$ cat src/rtl/mode_timer16_pkg.sv
package mode_timer16_pkg;

  typedef enum logic [1:0] {
    MODE_PWM   = 2'd0,
    MODE_EVENT = 2'd1,
    MODE_CAPT  = 2'd2,
    MODE_DIFF  = 2'd3
  } tmr_mode_e;

  // register addresses
  localparam int unsigned ADDR_W   = 2;
  localparam logic [ADDR_W-1:0] A_COUNT = 2'd0;
  localparam logic [ADDR_W-1:0] A_REGA  = 2'd1;
  localparam logic [ADDR_W-1:0] A_REGB  = 2'd2;
  localparam logic [ADDR_W-1:0] A_CTRL  = 2'd3;

  // control bit positions
  localparam int unsigned CB_FALL = 2;
  localparam int unsigned CB_IEN  = 3;
  localparam int unsigned CB_RUN  = 4;
  localparam int unsigned CB_PEND = 5;
  localparam int unsigned CTRL_W  = 6;

  typedef struct packed {
    logic      run;
    logic      irq_en;
    logic      fall;
    tmr_mode_e mode;
  } tmr_ctrl_t;

endpackage

$ cat src/rtl/mode_timer16_edge.sv
module mode_timer16_edge #(
  parameter int unsigned SYNC_STAGES = 2
) (
  input  logic clk,
  input  logic rst_n,
  input  logic pin_async,
  input  logic sel_fall,
  output logic pin_hit
);
  logic [SYNC_STAGES-1:0] sync_q;
  logic                   last_q;
  logic                   cur;

  generate
    for (genvar g = 0; g < SYNC_STAGES; g++) begin : g_sync
      if (g == 0) begin : g_first
        always_ff @(posedge clk or negedge rst_n) begin
          if (!rst_n) sync_q[g] <= 1'b0;
          else        sync_q[g] <= pin_async;
        end
      end else begin : g_next
        always_ff @(posedge clk or negedge rst_n) begin
          if (!rst_n) sync_q[g] <= 1'b0;
          else        sync_q[g] <= sync_q[g-1];
        end
      end
    end
  endgenerate

  assign cur = sync_q[SYNC_STAGES-1];

  always_ff @(posedge clk or negedge rst_n) begin
    if (!rst_n) last_q <= 1'b0;
    else        last_q <= cur;
  end

  assign pin_hit = sel_fall ? (last_q & ~cur) : (~last_q & cur);
endmodule

$ cat src/rtl/mode_timer16_ctrl.sv
module mode_timer16_ctrl
  import mode_timer16_pkg::*;
(
  input  logic              clk,
  input  logic              rst_n,
  input  logic              wr_ctrl,
  input  logic [CTRL_W-1:0] wdata,
  input  logic              set_pend,
  output tmr_ctrl_t         ctrl,
  output logic              pend,
  output logic              irq
);
  tmr_ctrl_t ctrl_q;
  logic      pend_q;

  always_ff @(posedge clk or negedge rst_n) begin
    if (!rst_n) begin
      ctrl_q <= '0;
    end else if (wr_ctrl) begin
      ctrl_q.mode   <= tmr_mode_e'(wdata[1:0]);
      ctrl_q.fall   <= wdata[CB_FALL];
      ctrl_q.irq_en <= wdata[CB_IEN];
      ctrl_q.run    <= wdata[CB_RUN];
    end
  end

  // set has priority over write-one-to-clear
  always_ff @(posedge clk or negedge rst_n) begin
    if (!rst_n)                         pend_q <= 1'b0;
    else if (set_pend)                  pend_q <= 1'b1;
    else if (wr_ctrl && wdata[CB_PEND]) pend_q <= 1'b0;
  end

  assign ctrl = ctrl_q;
  assign pend = pend_q;
  assign irq  = pend_q & ctrl_q.irq_en;
endmodule

$ cat src/rtl/mode_timer16_core.sv
module mode_timer16_core
  import mode_timer16_pkg::*;
#(
  parameter int unsigned W = 16
) (
  input  logic         clk,
  input  logic         rst_n,
  input  tmr_mode_e    mode,
  input  logic         run,
  input  logic         tick,
  input  logic         hit,
  input  logic         wr_cnt,
  input  logic         wr_a,
  input  logic         wr_b,
  input  logic [W-1:0] wdata,
  output logic [W-1:0] cnt,
  output logic [W-1:0] rega,
  output logic [W-1:0] regb,
  output logic         pwm,
  output logic         ufl_evt,
  output logic         cap_evt
);
  localparam logic [W-1:0] ALL_ONES = {W{1'b1}};
  localparam logic [W-1:0] ONE      = {{(W-1){1'b0}}, 1'b1};

  function automatic logic [W-1:0] step_down(input logic [W-1:0] v);
    return v - ONE;
  endfunction

  function automatic logic at_floor(input logic [W-1:0] v);
    return (v == '0);
  endfunction

  // ticks since restart at all-ones, plus the current cycle's tick
  function automatic logic [W-1:0] elapsed(input logic [W-1:0] v, input logic t);
    return (ALL_ONES - v) + (t ? ONE : '0);
  endfunction

  logic [W-1:0] cnt_q, cnt_n;
  logic [W-1:0] a_q, a_n;
  logic [W-1:0] b_q, b_n;
  logic         pwm_q, pwm_n;
  logic         ufl, cap;

  always_comb begin
    cnt_n = cnt_q;
    a_n   = a_q;
    b_n   = b_q;
    pwm_n = pwm_q;
    ufl   = 1'b0;
    cap   = 1'b0;
    unique case (mode)
      MODE_PWM: begin
        if (run && tick) begin
          if (at_floor(cnt_q)) begin
            ufl   = 1'b1;
            pwm_n = ~pwm_q;
            cnt_n = pwm_q ? b_q : a_q;
          end else begin
            cnt_n = step_down(cnt_q);
          end
        end
      end
      MODE_EVENT: begin
        if (run && hit) begin
          if (at_floor(cnt_q)) begin
            ufl   = 1'b1;
            cnt_n = a_q;
          end else begin
            cnt_n = step_down(cnt_q);
          end
        end
      end
      MODE_CAPT: begin
        if (run) begin
          if (tick) cnt_n = step_down(cnt_q);
          if (hit) begin
            cap = 1'b1;
            a_n = cnt_q;
            b_n = a_q;
          end
        end
      end
      MODE_DIFF: begin
        if (run) begin
          if (tick) cnt_n = step_down(cnt_q);
          if (hit) begin
            cap   = 1'b1;
            a_n   = elapsed(cnt_q, tick);
            cnt_n = ALL_ONES;
          end
        end
      end
      default: ;
    endcase
    if (wr_cnt)         cnt_n = wdata;
    if (wr_a && !cap)   a_n   = wdata;
    if (wr_b && !cap)   b_n   = wdata;
  end

  always_ff @(posedge clk or negedge rst_n) begin
    if (!rst_n) begin
      cnt_q <= '0;
      a_q   <= '0;
      b_q   <= '0;
      pwm_q <= 1'b0;
    end else begin
      cnt_q <= cnt_n;
      a_q   <= a_n;
      b_q   <= b_n;
      pwm_q <= pwm_n;
    end
  end

  assign cnt     = cnt_q;
  assign rega    = a_q;
  assign regb    = b_q;
  assign pwm     = pwm_q;
  assign ufl_evt = ufl;
  assign cap_evt = cap;
endmodule

$ cat src/rtl/mode_timer16.sv
module mode_timer16
  import mode_timer16_pkg::*;
#(
  parameter int unsigned W           = 16,
  parameter int unsigned SYNC_STAGES = 2
) (
  input  logic              clk,
  input  logic              rst_n,
  input  logic              tick_en,
  input  logic              ext_pin,
  input  logic              bus_wr,
  input  logic              bus_rd,
  input  logic [ADDR_W-1:0] bus_addr,
  input  logic [W-1:0]      bus_wdata,
  output logic [W-1:0]      bus_rdata,
  output logic              pwm_out,
  output logic              irq
);
  tmr_ctrl_t    ctrl;
  logic         pend;
  logic         pin_hit;
  logic         ufl_evt, cap_evt;
  logic [W-1:0] cnt, rega, regb;
  logic         wr_cnt, wr_a, wr_b, wr_ctrl;
  logic [W-1:0] rd_mux;

  assign wr_cnt  = bus_wr && (bus_addr == A_COUNT);
  assign wr_a    = bus_wr && (bus_addr == A_REGA);
  assign wr_b    = bus_wr && (bus_addr == A_REGB);
  assign wr_ctrl = bus_wr && (bus_addr == A_CTRL);

  mode_timer16_edge #(.SYNC_STAGES(SYNC_STAGES)) u_edge (
    .clk       (clk),
    .rst_n     (rst_n),
    .pin_async (ext_pin),
    .sel_fall  (ctrl.fall),
    .pin_hit   (pin_hit)
  );

  mode_timer16_ctrl u_ctrl (
    .clk      (clk),
    .rst_n    (rst_n),
    .wr_ctrl  (wr_ctrl),
    .wdata    (bus_wdata[CTRL_W-1:0]),
    .set_pend (ufl_evt | cap_evt),
    .ctrl     (ctrl),
    .pend     (pend),
    .irq      (irq)
  );

  mode_timer16_core #(.W(W)) u_core (
    .clk     (clk),
    .rst_n   (rst_n),
    .mode    (ctrl.mode),
    .run     (ctrl.run),
    .tick    (tick_en),
    .hit     (pin_hit),
    .wr_cnt  (wr_cnt),
    .wr_a    (wr_a),
    .wr_b    (wr_b),
    .wdata   (bus_wdata),
    .cnt     (cnt),
    .rega    (rega),
    .regb    (regb),
    .pwm     (pwm_out),
    .ufl_evt (ufl_evt),
    .cap_evt (cap_evt)
  );

  always_comb begin
    rd_mux = '0;
    unique case (bus_addr)
      A_COUNT: rd_mux = cnt;
      A_REGA:  rd_mux = rega;
      A_REGB:  rd_mux = regb;
      A_CTRL: begin
        rd_mux[1:0]     = ctrl.mode;
        rd_mux[CB_FALL] = ctrl.fall;
        rd_mux[CB_IEN]  = ctrl.irq_en;
        rd_mux[CB_RUN]  = ctrl.run;
        rd_mux[CB_PEND] = pend;
      end
      default: ;
    endcase
  end

  assign bus_rdata = bus_rd ? rd_mux : '0;
endmodule

$ cat config.mk
export PLATFORM = sky130hd
export DESIGN_NAME = mode_timer16
export DESIGN_NICKNAME = d
export VERILOG_FILES = /design/src/rtl/mode_timer16_pkg.sv /design/src/rtl/mode_timer16_edge.sv /design/src/rtl/mode_timer16_ctrl.sv /design/src/rtl/mode_timer16_core.sv /design/src/rtl/mode_timer16.sv
export SDC_FILE = /design/constraint.sdc
export NUM_CORES = 1
export LEC_CHECK = 0
export BUFFER_PORTS_ARGS = -buffer_cell sky130_fd_sc_hd__buf_2
export CAP_MARGIN = 15
export CORE_ASPECT_RATIO = 0.75
export CORE_MARGIN = 2
export CORE_UTILIZATION = 55
export DETAILED_ROUTE_END_ITERATION = 12
export PLACE_DENSITY = 0.79
export SYNTH_ARGS = -nofsm -noshare
export SYNTH_HDL_FRONTEND = slang
export SYNTH_SLANG_ARGS = --single-unit
$ cat constraint.sdc
create_clock -name clk -period 2.08 [get_ports clk]
set_input_delay 0.104 -clock clk [delete_from_list [all_inputs] [get_ports clk]]
set_output_delay 0.104 -clock clk [all_outputs]
set_load 0.1 [all_outputs]
==> metrics, run 1 <==
Setup Viol. Count Final 7; CTS tree yes; vias per cell 6.60; Static Leakage 2.37 nW; fin crit period 2.14 ns; cells on worst reg2reg path 7; EDFF count, synth 0; share of cells above drive strength 1 34.3%; top cells by area, synth dfrtp_1 33%, mux2i_1 11%, a21oi_1 4.5%, o21ai_0 4.0%, nor2_1 3.6%; Post-Place Worst Slack -0.106 ns; pin count of the biggest net entering global routing 33; Distinct cells, synth 59; antenna diode count 0; initial drt markers 682; Avg Cell Area, Syn 8.69 um^2; syn nets 537; clk sink count 58; period utilization 103%; YS warnings 0; critical path startpoint category flop; Root Buffer clkbuf_8; Synth area leader dfrtp_1; asr flop ratio synth 100%; Cell Pwr Density 1230 mW/mm^2; GR peak layer met1; FF-to-FF End u_core.cnt[10]; GP Congestion 1.05; Layout Skew 0.0119 ns; post-synthesis cell count 509; share of the core filled with cells 74.0%; Slew HR 52.2%; Routed wire per std cell 23.5 um; crit path max fanout 5; r2r setup slk -0.06 ns; Hold EP u_core.cnt[11]; final net count 621; worst setup margin -0.0581 ns; WS Path Type flop to flop; Die ar. 0.00878 mm^2; chip width 108 um; std cell rows 28; Crit. End Element flop; post-route DRC violation count 0; Max clock buf depth 2; GR Util met2 52.1%; Reg clk slew, reported paths 0.08 ns; TritonCTS buffer count 9; post-synth top area share 32.8%; GRT Total Usage 38.1%; Max Slew Vio Count 0; Worst Tran Pin Value 0.717 ns; RSZ-0062 raised after global routing true; H-tree levels 3; DRT Pass-1 Iters 5; total power 7.14 mW; Final ANT Viol Nets 0; crit path DAT 2.44 ns; Starting Density 56.4%; fmax 0.468 GHz; main flop type after synthesis dfrtp_1; die height 81.7 um; Worst VDD drop 0.647 mV; I/O pins 42; Mapped Area 0.00442 mm^2; initial antenna violation count 0; most common cell after layout, fill and taps aside buf_4; Yosys reg bits 58; failing checks setup timing; status complete, but fails checks; most frequent cells in the layout 69 x buf_4, 56 x dfrtp_1, 45 x mux2i_1, 39 x nand2_1, 39 x nor2_1; Synth-to-Final Area Change 31.3%; endpoints failing hold 0; via count 4,638; Reg2Reg Launch Point u_core.cnt[6]; met3 Use GR 14.1%; Hold Crit Start bus_wdata[11]; max_cap viols 0; Detail Placement HPWL 11,700 um; Core Footprint 0.00785 mm^2; WP data required 2.38 ns; Hold Path Class input port to flop; routed wire length 16,500 um; hold depth 3; clock latency at the later pin of the worst-skew pair 0.36 ns; sequential fraction of the synthesis area 32.8%; first-pass GRT wire length 24,600 um; met1 Usage GRT 53.9%; via count of the first global-routing pass 4,316; Buffers on Ports 41; GR Overflow Total 0
## sequential cells by signal, summed over array words and instances, names as in the netlist
signal and count:
u_core.cnt 16, u_edge.sync_q 1, u_edge.cur 1, u_ctrl.pend 1, u_ctrl.ctrl 5, u_core.regb 16, u_core.pwm 1, u_edge.last_q 1
u_core.rega 16
## power breakdown
group          switching (mW)  leakage [nW]  internal [mW]  total [mW]
clock                   0.496         0.105          0.612        1.11
combinational            2.39          1.58           1.62        4.00
sequential              0.468         0.684           1.55        2.02
total                    3.35          2.37           3.78        7.14
## worst max-delay path: stages, from the launching register on
cell	delay (ns)
dfrtp_1	0.39
or4_4	0.58
nor4_4	0.24
buf_4	0.16
and3_4	0.22
mux2i_1	0.27
o221ai_1	0.14
nand3_1	0.10
## through the flow
stage	std cells	area, um^2	hold slack, ns	TNS [ns]
after floorplan	509	4470	-0.192	-1.10
after global placement	667	5240	0.178	-0.0652
after detailed placement	667	5240	0.183	-0.568
after CTS	692	5550	0.0000867	-0.0645
after global routing	703	5810	0.00360	-1.36
final	703	5810	0.00287	-0.233
## area by class of cell
| type | count | area, um^2 |
|---|---|---|
| multi-input combinational | 397 | 2950 |
| fill | 568 | 2040 |
| sequential | 58 | 1450 |
| timing repair buffer | 122 | 1050 |
| clock buffer | 11 | 151 |
| tap | 105 | 131 |
| clock inverter | 5 | 52.6 |
| inverter | 5 | 18.8 |
## synthesized netlist by cell type (all sizes together), types with 3 or more instances
cell type and number:
nor3 10, nand2b 4, nand3 20, o221ai 6
nor2 42, xnor2 16, or3 4, o31ai 6
a22oi 12, nor2b 5, a221o 5, buf 17
o211ai 4, nand2 41, a21oi 40, and3 3
o21ai 38, clkbuf 33, ha 4, mux2 8
mux2i 47, and2 20, nor4 8, xor2 13
inv 5, mux4 6, dfrtp 58, or2 3
## routing by layer
metal	vias up	wire length (um)
li1	2006	-
met1	2210	6580
met2	358	6790
met3	64	2550
met4	0	607
met5	-	0
## how the worst max path moves through the flow
stage	startpoint	cells past startpoint	endpoint
floorplan	u_core.cnt[8]	9	u_core.cnt[3]
global placement	u_core.cnt[9]	7	u_core.cnt[15]
detailed placement	u_core.cnt[9]	7	u_core.cnt[15]
CTS	u_core.cnt[7]	7	u_core.cnt[15]
global route	u_core.cnt[6]	7	u_core.cnt[7]
finish	u_core.cnt[6]	7	u_core.cnt[10]
## repair_timing
action                                  4_1_cts  5_1_grt
buffers inserted                              6        9
endpoints found under the hold margin        27        0
resized for setup                             9       52
endpoints found under the setup margin       14       51
pin swaps                                    13       27
hold buffers                                  2        0
cloned                                        1        2
## kinds of logic (layout without fill, tap and decap cells)
| family | Yosys count | after routing | share of synthesized area [%] |
|---|---|---|---|
| compound gates | 129 | 129 | 18.6 |
| xor+xnor | 29 | 29 | 5.74 |
| fa+ha+maj | 4 | 4 | 1.13 |
| buf+inv | 55 | 143 | 5.57 |
| flops | 58 | 58 | 32.8 |
| mux | 61 | 61 | 15.7 |
| simple gates | 173 | 174 | 20.4 |
Power figures use the tool's default switching activity.
==> run 2: changes to the inputs <==
Settings changed: PLACE_DENSITY 0.79 to 0.78.
==> run 2 against run 1 <==
Net effect:
- the run still ends with setup timing left
- critical path depth did not move
- worst setup slack improved by 0.037 ns
- via count fell by 2.4%
- first-iteration DRC count fell by 12%
- count of clock-buffer cells in the layout fell by 1
- cell area fell by 2.0%
- power fell by 1.9%
- hold slack improved by 0.041 ns
- core utilization fell by 1.5 points
- die area did not move
- combinational power barely moved
==> metrics, run 2 (synthesized netlist as in run 1, its figures left out) <==
Hold Path Class input port to flop; Root Buffer clkbuf_8; Finished Cell Area 0.00569 mm^2; fin crit period 2.10 ns; Final ANT Viol Nets 0; Slew HR 62.3%; Buffers on Ports 41; RSZ-0062 raised after global routing true; share of cells above drive strength 1 30.7%; clock network fraction of design power 14.9%; Setup Viol. Count Final 1; multi-input logic area 0.00293 mm^2; via count 4,526; Reg2Reg Launch Point u_core.cnt[8]; WP data required 2.28 ns; Die ar. 0.00878 mm^2; pin count of the biggest net entering global routing 39; CTS tree yes; Reg clk slew, reported paths 0.07 ns; worst setup margin -0.0213 ns; first-pass GRT wire length 24,700 um; clk sink count 58; fmax 0.476 GHz; TritonCTS buffer count 9; Max clock buf depth 2; most common cell after layout, fill and taps aside buf_4; std cell rows 28; Static Leakage 2.32 nW; most frequent cells in the layout 59 x buf_4, 57 x dfrtp_1, 46 x mux2i_1, 41 x nor2_1, 40 x nand2_1; GR peak layer met1; Hold Slack 0.0441 ns; max_cap viols 0; share of the core filled with cells 72.5%; met3 Use GR 12.2%; GP Congestion 1.05; GR Util met2 53.3%; Max Slew Vio Count 0; post-route DRC violation count 0; hold depth 3; Worst Tran Pin Value 0.564 ns; failing checks setup timing; final net count 607; fillers 611; crit path max fanout 6; Detail Placement HPWL 11,600 um; initial drt markers 603; dpl cells 667; antenna diode count 0; Synth-to-Final Area Change 28.7%; Worst VDD drop 0.869 mV; Hold Crit Start bus_wdata[12]; cells on worst reg2reg path 7; initial antenna violation count 0; I/O pins 42; status complete, but fails checks; Layout Skew 0.0140 ns; period utilization 101%; combinational share of power 56.8%; Routed wire per std cell 23.2 um; WS Path Type flop to flop; clock latency at the later pin of the worst-skew pair 0.34 ns; Crit. End Element flop; post-place instance area 0.00529 mm^2; H-tree levels 3; GRT Total Usage 37.7%; via count of the first global-routing pass 4,327; Psw 3.32 mW; vias per cell 6.57; P_int 3.68 mW; r2r setup slk -0.02 ns; Seq pwr share 28.3%; switching share of power 47.5%; endpoints failing hold 0; routed wire length 16,000 um; met1 Usage GRT 55.3%; Hold EP u_core.cnt[12]; Final Instance Count excl. Fillers 689; GR Overflow Total 0; DRT Pass-1 Iters 5; Cell Pwr Density 1230 mW/mm^2; crit path DAT 2.30 ns; die height 81.7 um; FF+latch area 0.00145 mm^2; chip width 108 um; critical path startpoint category flop; Starting Density 56.4%; Core Footprint 0.00785 mm^2; FF-to-FF End u_core.cnt[6]
-- run 2: area by class of cell --
class,count,area share [%]
multi-input combinational,396,51.5
inverter,5,0.330
tap,105,2.31
sequential,58,25.5
timing repair buffer,109,17.1
clock inverter,6,1.01
clock buffer,10,2.24
-- run 2: worst max path at each step --
stage	from	to	slack, ns	depth (start not counted)
3_5_place_dp	u_core.cnt[0]	u_core.cnt[12]	-0.1	8
2_1_floorplan	u_core.cnt[8]	u_core.cnt[3]	-0.15	9
6_report	u_core.cnt[8]	u_core.cnt[6]	-0.02	7
3_3_place_gp	u_core.cnt[0]	u_core.cnt[12]	-0.05	8
5_1_grt	u_core.cnt[8]	u_core.cnt[6]	-0.13	7
4_1_cts	u_core.cnt[8]	u_core.cnt[6]	-0.002	7
-- run 2: per-layer routing --
metal / share of wire [%] / up-vias
met5: 0 / -
met4: 1.6 / 0
met3: 13 / 29
met2: 42 / 299
met1: 43 / 2220
li1: - / 1978
-- run 2: metrics by stage --
| stage | power [mW] | setup WS (ns) | setup TNS (ns) |
|---|---|---|---|
| 2_1_floorplan | 4.33 | -0.152 | -1.10 |
| 3_3_place_gp | 5.53 | -0.0550 | -0.216 |
| 3_5_place_dp | 5.62 | -0.0961 | -0.543 |
| 4_1_cts | 6.70 | -0.00218 | -0.00218 |
| 5_1_grt | 7.36 | -0.130 | -0.705 |
| 6_report | 7.00 | -0.0213 | -0.0213 |
-- run 2: critical path, cell delays in order, from the launching register on --
cell	delay, ns
dfrtp_1	0.38
or4_4	0.58
nor4_4	0.19
and3_4	0.27
buf_6	0.15
mux2i_1	0.07
o221ai_1	0.21
nand3_1	0.11
-- run 2: what timing repair did --
| action | CTS | global route |
|---|---|---|
| setup endpoints to repair | 27 | 48 |
| hold buffers | 2 | 0 |
| gates resized for setup | 7 | 31 |
| pin swaps | 2 | 14 |
| endpoints found under the hold margin | 21 | 0 |
| buffers inserted | 1 | 3 |
-- run 2: power groups by stage --
| stage | Sequential [mW] | Combinational, mW | Clock, mW |
|---|---|---|---|
| 2_1_floorplan | 1.80 | 2.53 | 0 |
| 3_3_place_gp | 1.93 | 3.59 | 0 |
| 3_5_place_dp | 1.96 | 3.67 | 0 |
| 4_1_cts | 1.94 | 3.71 | 1.05 |
| 5_1_grt | 2.03 | 4.24 | 1.09 |
| 6_report | 1.98 | 3.98 | 1.04 |
